--- src/rtl/fpcmp_pkg.sv ---
package fpcmp_pkg;
    typedef enum logic [2:0] {
        CMP_GE  = 3'd0,
        CMP_GT  = 3'd1,
        CMP_EQ  = 3'd2,
        CMP_NE  = 3'd3,
        CMP_UO  = 3'd4,
        CMP_AGE = 3'd5,
        CMP_AGT = 3'd6
    } cmp_op_e;
endpackage

--- src/rtl/fp_cmp_decode.sv ---
module fp_cmp_decode
    import fpcmp_pkg::*;
(
    input  logic [2:0] op_grp,
    input  logic       op_x,
    output cmp_op_e    op,
    output logic       legal
);
    always_comb begin
        op    = CMP_GE;
        legal = 1'b1;
        unique case ({op_grp, op_x})
            4'b010_0: op = CMP_GE;
            4'b010_1: op = CMP_GT;
            4'b011_0: op = CMP_EQ;
            4'b011_1: op = CMP_NE;
            4'b110_0: op = CMP_UO;
            4'b110_1: op = CMP_AGE;
            4'b111_1: op = CMP_AGT;
            default:  legal = 1'b0;
        endcase
    end
endmodule

--- src/rtl/fp_lane_cmp.sv ---
module fp_lane_cmp
    import fpcmp_pkg::*;
#(
    parameter int EW = 32
) (
    input  logic          en,
    input  cmp_op_e       op,
    input  logic [EW-1:0] a,
    input  logic [EW-1:0] b,
    output logic          hit,
    output logic          inv
);
    localparam int EXPW = (EW == 16) ? 5 : (EW == 32) ? 8 : 11;
    localparam int FRW  = EW - 1 - EXPW;

    logic          use_abs;
    logic          sa, sb;
    logic [EW-2:0] ma, mb;
    logic          a_nan, b_nan, a_snan, b_snan;
    logic          unord, any_snan, zz, eq, gt;

    always_comb begin
        use_abs  = (op == CMP_AGE) || (op == CMP_AGT);
        sa       = a[EW-1] & ~use_abs;
        sb       = b[EW-1] & ~use_abs;
        ma       = a[EW-2:0];
        mb       = b[EW-2:0];
        a_nan    = (&ma[EW-2:FRW]) && (|ma[FRW-1:0]);
        b_nan    = (&mb[EW-2:FRW]) && (|mb[FRW-1:0]);
        a_snan   = a_nan && !ma[FRW-1];
        b_snan   = b_nan && !mb[FRW-1];
        unord    = a_nan || b_nan;
        any_snan = a_snan || b_snan;
        zz       = (ma == '0) && (mb == '0);
        eq       = zz || ((sa == sb) && (ma == mb));
        gt       = !zz && ((!sa && sb) ||
                           (!sa && !sb && (ma > mb)) ||
                           (sa && sb && (ma < mb)));
        hit = 1'b0;
        inv = 1'b0;
        unique case (op)
            CMP_GE, CMP_AGE: begin hit = !unord && (gt || eq); inv = unord; end
            CMP_GT, CMP_AGT: begin hit = !unord && gt;         inv = unord; end
            CMP_EQ:          begin hit = !unord && eq;         inv = any_snan; end
            CMP_NE:          begin hit = unord || !eq;         inv = any_snan; end
            CMP_UO:          begin hit = unord;                inv = any_snan; end
            default:         begin hit = 1'b0;                 inv = 1'b0; end
        endcase
        if (!en) begin
            hit = 1'b0;
            inv = 1'b0;
        end
    end
endmodule

--- src/rtl/fp_vec_cmp.sv ---
module fp_vec_cmp
    import fpcmp_pkg::*;
#(
    parameter int VW = 256
) (
    input  logic            clk,
    input  logic            rst_n,
    input  logic            req_valid,
    input  logic [1:0]      esz,
    input  logic [2:0]      op_grp,
    input  logic            op_x,
    input  logic [VW-1:0]   vec_a,
    input  logic [VW-1:0]   vec_b,
    input  logic [VW/8-1:0] pred_g,
    input  logic            flag_clr,
    output logic            res_valid,
    output logic [VW/8-1:0] res_pred,
    output logic            illegal,
    output logic            invalid_flag
);
    localparam int NB = VW / 8;
    localparam int NSZ = 3;

    typedef struct packed {
        logic [NB-1:0] res;
        logic          vld;
        logic          ill;
        logic          flg;
    } state_t;

    state_t state_d, state_q;

    cmp_op_e op;
    logic    op_ok;
    logic    legal;

    logic [NSZ-1:0][NB-1:0] hit_sz;
    logic [NSZ-1:0]         inv_sz;

    fp_cmp_decode u_dec (
        .op_grp (op_grp),
        .op_x   (op_x),
        .op     (op),
        .legal  (op_ok)
    );

    assign legal = op_ok && (esz != 2'd0);

    for (genvar g = 0; g < NSZ; g++) begin : g_size
        localparam int EW = 16 << g;
        localparam int EB = EW / 8;
        localparam int NL = VW / EW;
        logic [NB-1:0] hp;
        logic [NL-1:0] iv;
        logic          sz_on;
        assign sz_on = req_valid && legal && (esz == 2'(g + 1));
        for (genvar l = 0; l < NL; l++) begin : g_lane
            logic lh;
            fp_lane_cmp #(.EW(EW)) u_lane (
                .en  (sz_on && pred_g[l*EB]),
                .op  (op),
                .a   (vec_a[l*EW +: EW]),
                .b   (vec_b[l*EW +: EW]),
                .hit (lh),
                .inv (iv[l])
            );
            assign hp[l*EB +: EB] = {{(EB-1){1'b0}}, lh};
        end
        assign hit_sz[g] = hp;
        assign inv_sz[g] = |iv;
    end

    always_comb begin
        state_d     = '0;
        state_d.vld = req_valid;
        state_d.ill = req_valid && !legal;
        if (req_valid && legal) begin
            unique case (esz)
                2'd1:    state_d.res = hit_sz[0];
                2'd2:    state_d.res = hit_sz[1];
                default: state_d.res = hit_sz[2];
            endcase
        end
        state_d.flg = (flag_clr ? 1'b0 : state_q.flg) | (|inv_sz);
    end

    always_ff @(posedge clk or negedge rst_n) begin
        if (!rst_n) state_q <= '0;
        else        state_q <= state_d;
    end

    assign res_valid    = state_q.vld;
    assign res_pred     = state_q.res;
    assign illegal      = state_q.ill;
    assign invalid_flag = state_q.flg;
endmodule

--- config.mk ---
export PLATFORM = sky130hd
export DESIGN_NAME = fp_vec_cmp
export DESIGN_NICKNAME = d
export VERILOG_FILES = /design/src/rtl/fpcmp_pkg.sv /design/src/rtl/fp_cmp_decode.sv /design/src/rtl/fp_lane_cmp.sv /design/src/rtl/fp_vec_cmp.sv
export SDC_FILE = /design/constraint.sdc
export NUM_CORES = 1
export LEC_CHECK = 0
export ABC_AREA = 1
export CELL_PAD_IN_SITES_DETAIL_PLACEMENT = 1
export CELL_PAD_IN_SITES_GLOBAL_PLACEMENT = 1
export CORE_AREA = 2 2 229 231
export CTS_BUF_LIST = sky130_fd_sc_hd__clkbuf_4
export DETAILED_ROUTE_END_ITERATION = 8
export DIE_AREA = 0 0 231 233
export GPL_ROUTABILITY_DRIVEN = 0
export HOLD_SLACK_MARGIN = 0.03
export PLACE_DENSITY_LB_ADDON = 0.25
export SETUP_SLACK_MARGIN = 0.15
export SLEW_MARGIN = 10
export SYNTH_ARGS = -nofsm -noshare
export SYNTH_HDL_FRONTEND = slang
export SYNTH_SLANG_ARGS = --single-unit
--- constraint.sdc ---
create_clock -name clk -period 1.8 [get_ports clk]
set_input_delay 0.36 -clock clk [delete_from_list [all_inputs] [get_ports clk]]
set_output_delay 0.36 -clock clk [all_outputs]
set_load 0.05 [all_outputs]
==> results of run 1 <==
through the flow:
stage	hold slack (ns)	utilization
2_1_floorplan	0.06441	-
3_3_place_gp	0.4239	0.5374
3_5_place_dp	0.4227	0.5374
4_1_cts	0.4376	0.6530
cells by family after synthesis:
logic type,share of synthesized area
AOI/OAI and AO/OA,0.09998
other,0.0002444
DFF,0.03099
adders and majority gates,0.2381
and+or+nand+nor,0.4712
buffers and inverters,0.1595
synth_stat cells (2+ instances only):
cell type  count
nand3b_1       4
nor2_1       352
nor3_1        72
nand3_1      227
nor2_4         2
or2_2          8
inv_2          4
a31oi_1       11
or2_1          2
o21ai_1        5
o21ai_2        2
nand2_2        2
nor3_2         8
nor4_1        46
a21boi_0       3
nor2_2         5
inv_1        592
and2_1         3
buf_4         17
clkbuf_1       6
buf_2          9
o21bai_1       2
nand2_1      872
ha_1         292
o31ai_1        2
nand4_1       81
a21oi_1      137
o22ai_1       12
and3_1         4
a21o_1        17
o21ai_0       93
dfrtp_1       19
what timing repair did:
action | in CTS
pin swaps | 774
hold endpoints to repair | 5
gates resized for setup | 2899
buffers inserted | 162
cloned | 1
endpoints found under the setup margin | 17
hold buffers | 1
metal layers:
layer  GRT overflow  track usage
met2            169       0.9842
met3              9       0.6996
met1              8       0.7539
met4            120       0.8550
met5              0       0.3925
==> impl_metrics.ini, run 1 <==
[placement]
place_ws_ns = -1.226
placed_area_um2 = 27460
dp_hpwl_um = 78380
dp.cells = 4773
io_buffers = 556

[die]
die_w_um = 231
rows = 83
fp.dieH_um = 233
start_util = 0.3003
ioPinCount = 589

[status]
error = [ERROR GRT-0232] Routing congestion too high. Check the congestion heatmap in the GUI.
stop_stage = 5_1_grt
outcome = stopped before the end

[synth]
seq_area_frac_synth = 0.03099
ys_top_cells_by_area = ha_1, nand2_1, inv_1
synth_area_um2 = 15340
synth-seq-cells = 19
ys_types = 43
async_flop_share = 1.000
yosys_most_used_dff = dfrtp_1
synth_top_area_frac = 0.2381
synth_edf_count = 0
yosys_warnings = 0
postSynthAreaPerCell_um2 = 5.251
syn_inst = 2922
yosysTopAreaCell = ha_1

[clock_network]
cts.sinks = 19
cts_root_buf = clkbuf_4
numCtsBuffers = 3
clockBufferDepth = 2
cts_htree_levels = 1

[grt]
overflow = 306
grt_usage = 0.8091
grt_max_degree = 20

[sta]
worstEpCategory = register input
worst_endpoint = invalid_flag$_DFF_PN0_/D
==> run 2: changes to the inputs <==
==> config.mk (replaced) <==
export PLATFORM = sky130hd
export DESIGN_NAME = fp_vec_cmp
export DESIGN_NICKNAME = d
export VERILOG_FILES = /design/src/rtl/fpcmp_pkg.sv /design/src/rtl/fp_cmp_decode.sv /design/src/rtl/fp_lane_cmp.sv /design/src/rtl/fp_vec_cmp.sv
export SDC_FILE = /design/constraint.sdc
export NUM_CORES = 1
export LEC_CHECK = 0
export ABC_AREA = 1
export CORE_AREA = 2 2 231 233
export DETAILED_ROUTE_END_ITERATION = 8
export DIE_AREA = 0 0 233 235
export GPL_ROUTABILITY_DRIVEN = 0
export PLACE_DENSITY_LB_ADDON = 0.15
export SLEW_MARGIN = 10
export SYNTH_ARGS = -nofsm -noshare
export SYNTH_HDL_FRONTEND = slang
export SYNTH_SLANG_ARGS = --single-unit
==> impl_metrics.ini, run 2 <==
[run]
cap_violations = 0

[synth]
postSynthAreaPerCell_um2 = 5.251
syn_inst = 2922
ys_types = 43
yosysTopAreaCell = ha_1
async_flop_share = 1.000
synth_edf_count = 0
yosys_warnings = 0
yosys_most_used_dff = dfrtp_1
synth_area_um2 = 15340
synth_top_area_frac = 0.2381
synth_most_common_cell = nand2_1
seq_area_frac_synth = 0.03099
ys_top_cells_by_area = ha_1, nand2_1, inv_1
synthTopCellsByCount = nand2_1, inv_1, nor2_1
synth-seq-cells = 19

[grt]
grt_usage = 0.2820
grt_first_pass_wirelength_um = 124400
antenna_found_initial = 22
grt_pass1_vias = 24690
overflow = 0
grt_max_degree = 20

[power]
pwr-share-seq = 0.056
ir_worst_vdd_mv = 0.2429
pwr_density_cell_nw_per_um2 = 243.2
power_mw = 8.116
switching_share = 0.4709
combPwrFrac = 0.882
leakagePower_nw = 16.59
intPower_mw = 4.294
clkPwrFrac = 0.062
power_switching_mw = 3.822

[critical_path]
endpoint_kind = flop
required_ns = 1.94
critPathKind = in2reg
cp-start-kind = input pin
cp_max_fo = 3
arrival_ns = 2.21

[routing]
postRouteAntennaNets = 0
viasPerCell = 4.780
wl_per_cell_um = 16.39
drtPass1Iterations = 7
drtIter0Drc = 838
vias = 23700
drt-total-wl_um = 81280
drc = 0

[cells_and_area]
multi_input_area_um2 = 18720
drive_gt1_frac = 0.5582
nFillCells = 4692
largest_reg_flops = 16
final_core_util = 0.6389
nNetsFinal = 5098
final_common_cell = buf_4
regArea_um2 = 475.5
final_cell_mix = buf_4, nand2_1, inv_1
areaGrowthSynthToFinish_pct = 117.5

[clock_network]
clockBufferDepth = 2
cts.sinks = 19
cts_tree = built
cts_htree_levels = 1
cts_root_buf = clkbuf_16
hold_buffers = 0
clk_latency_ns = 0.26
numCtsBuffers = 3
path_clk_slew_ns = 0.06

[sta]
hold_viol_final = 0
rsz0062_at_grt = yes
fmaxAchievable_mhz = 484.5
slew_viol_final = 0
finalCriticalPeriod_ns = 2.064
worst_slack_ns = -0.2639
fin_crit_sh = 1.147
clock_skew_ns = 0
setup_viol = 16

[status]
violations = setup timing
outcome = finished, violations left

[die]
die-area_um2 = 54760
fp.dieH_um = 235
ioPinCount = 589
start_util = 0.2937
design.core.area_um2 = 52240
die_w_um = 233
rows = 84

[placement]
dp_hpwl_um = 63330
io_buffers = 556

[min_path]
hold_path.class = in2async
run 2: metrics by stage:
| stage | cell area, um2 | instances | setup TNS [ns] | hold WS (ns) | setup slack [ns] |
|---|---|---|---|---|---|
| floorplan | 16090 | 2937 | -0.6980 | 0.06441 | -0.1205 |
| global placement | 27080 | 4772 | -15.32 | 0.7503 | -1.091 |
| detailed placement | 27080 | 4772 | -15.80 | 0.7478 | -1.108 |
| CTS | 32570 | 4908 | -1.721 | 0.4745 | -0.2154 |
| global route | 33370 | 4959 | -4.155 | 0.4921 | -0.3981 |
| finish | 33370 | 4959 | -2.124 | 0.4673 | -0.2639 |
run 2: cell type report:
cell class / count / share of cell area
multi-input cells: 2288 / 0.5609
repair buffers: 1343 / 0.3237
inverters: 597 / 0.07150
well taps: 688 / 0.02580
flip-flops and latches: 19 / 0.01425
clock buffers: 3 / 0.002250
diodes: 20 / 0.001500
clock inverters: 1 / 0.0001500
run 2: worst paths after layout:
| check | from | endpoint | slack, ns | depth (start not counted) |
|---|---|---|---|---|
| max in group asynchronous | rst_n | res_pred[22] | 1.08 | 2 |
| hold reg to reg | invalid_flag | invalid_flag | 0.95 | 6 |
| setup reg to reg | invalid_flag | invalid_flag | 0.62 | 6 |
| setup / recovery | vec_b[28] | res_pred[0] | -0.26 | 19 |
| min in group clk | req_valid | res_valid | 0.61 | 1 |
| hold / removal | rst_n | res_pred[6] | 0.47 | 2 |
run 2: power groups by stage:
stage	clock network [mW]	logic (mW)	registers, mW
floorplan	0	2.26	0.511
global placement	0	5.33	0.461
detailed placement	0	5.35	0.460
CTS	0.518	6.71	0.452
global route	0.533	7.79	0.453
finish	0.503	7.16	0.452
run 2: timing repair:
item                                     CTS  global route
cloned                                     3             0
pin swaps                                759           272
endpoints found under the setup margin    17            17
setup buffers                            139            35
gates resized for setup                 2777           347
run 2: layer usage:
layer	vias up	share of wire	routed length [um]	global-route usage
met1	10920	0.40	32650	0.3222
met4	4	0.032	2572	0.08242
met3	145	0.045	3642	0.03677
met5	-	0.00030	24	0
met2	583	0.52	42390	0.5367
li1	12050	-	-	-
run 2: critical path, stage by stage:
cell,delay (ns)
buf_6,0.07
inv_4,0.04
ha_4,0.27
buf_6,0.10
nand2_4,0.05
nor2_4,0.18
nand2_2,0.09
nor3_4,0.27
nand3_4,0.17
nor2_4,0.13
nor2_1,0.05
nand2_1,0.06
nand3_1,0.06
nand2_1,0.06
nand2_1,0.05
nand2_1,0.05
nand2_1,0.05
nand2_1,0.05
a21oi_1,0.05
run 2: logic make-up (layout without fill, tap and decap cells):
kind of cell	Yosys count	after routing	share of synthesized area
other	1	36	0.0002444
AND/OR/NAND/NOR	1694	1694	0.4712
buffers and inverters	630	1944	0.1595
adder cells (fa/ha/maj)	292	292	0.2381
AO/OA/AOI/OAI	286	286	0.09998
flip-flops	19	19	0.03099
Power figures use the tool's default switching activity.
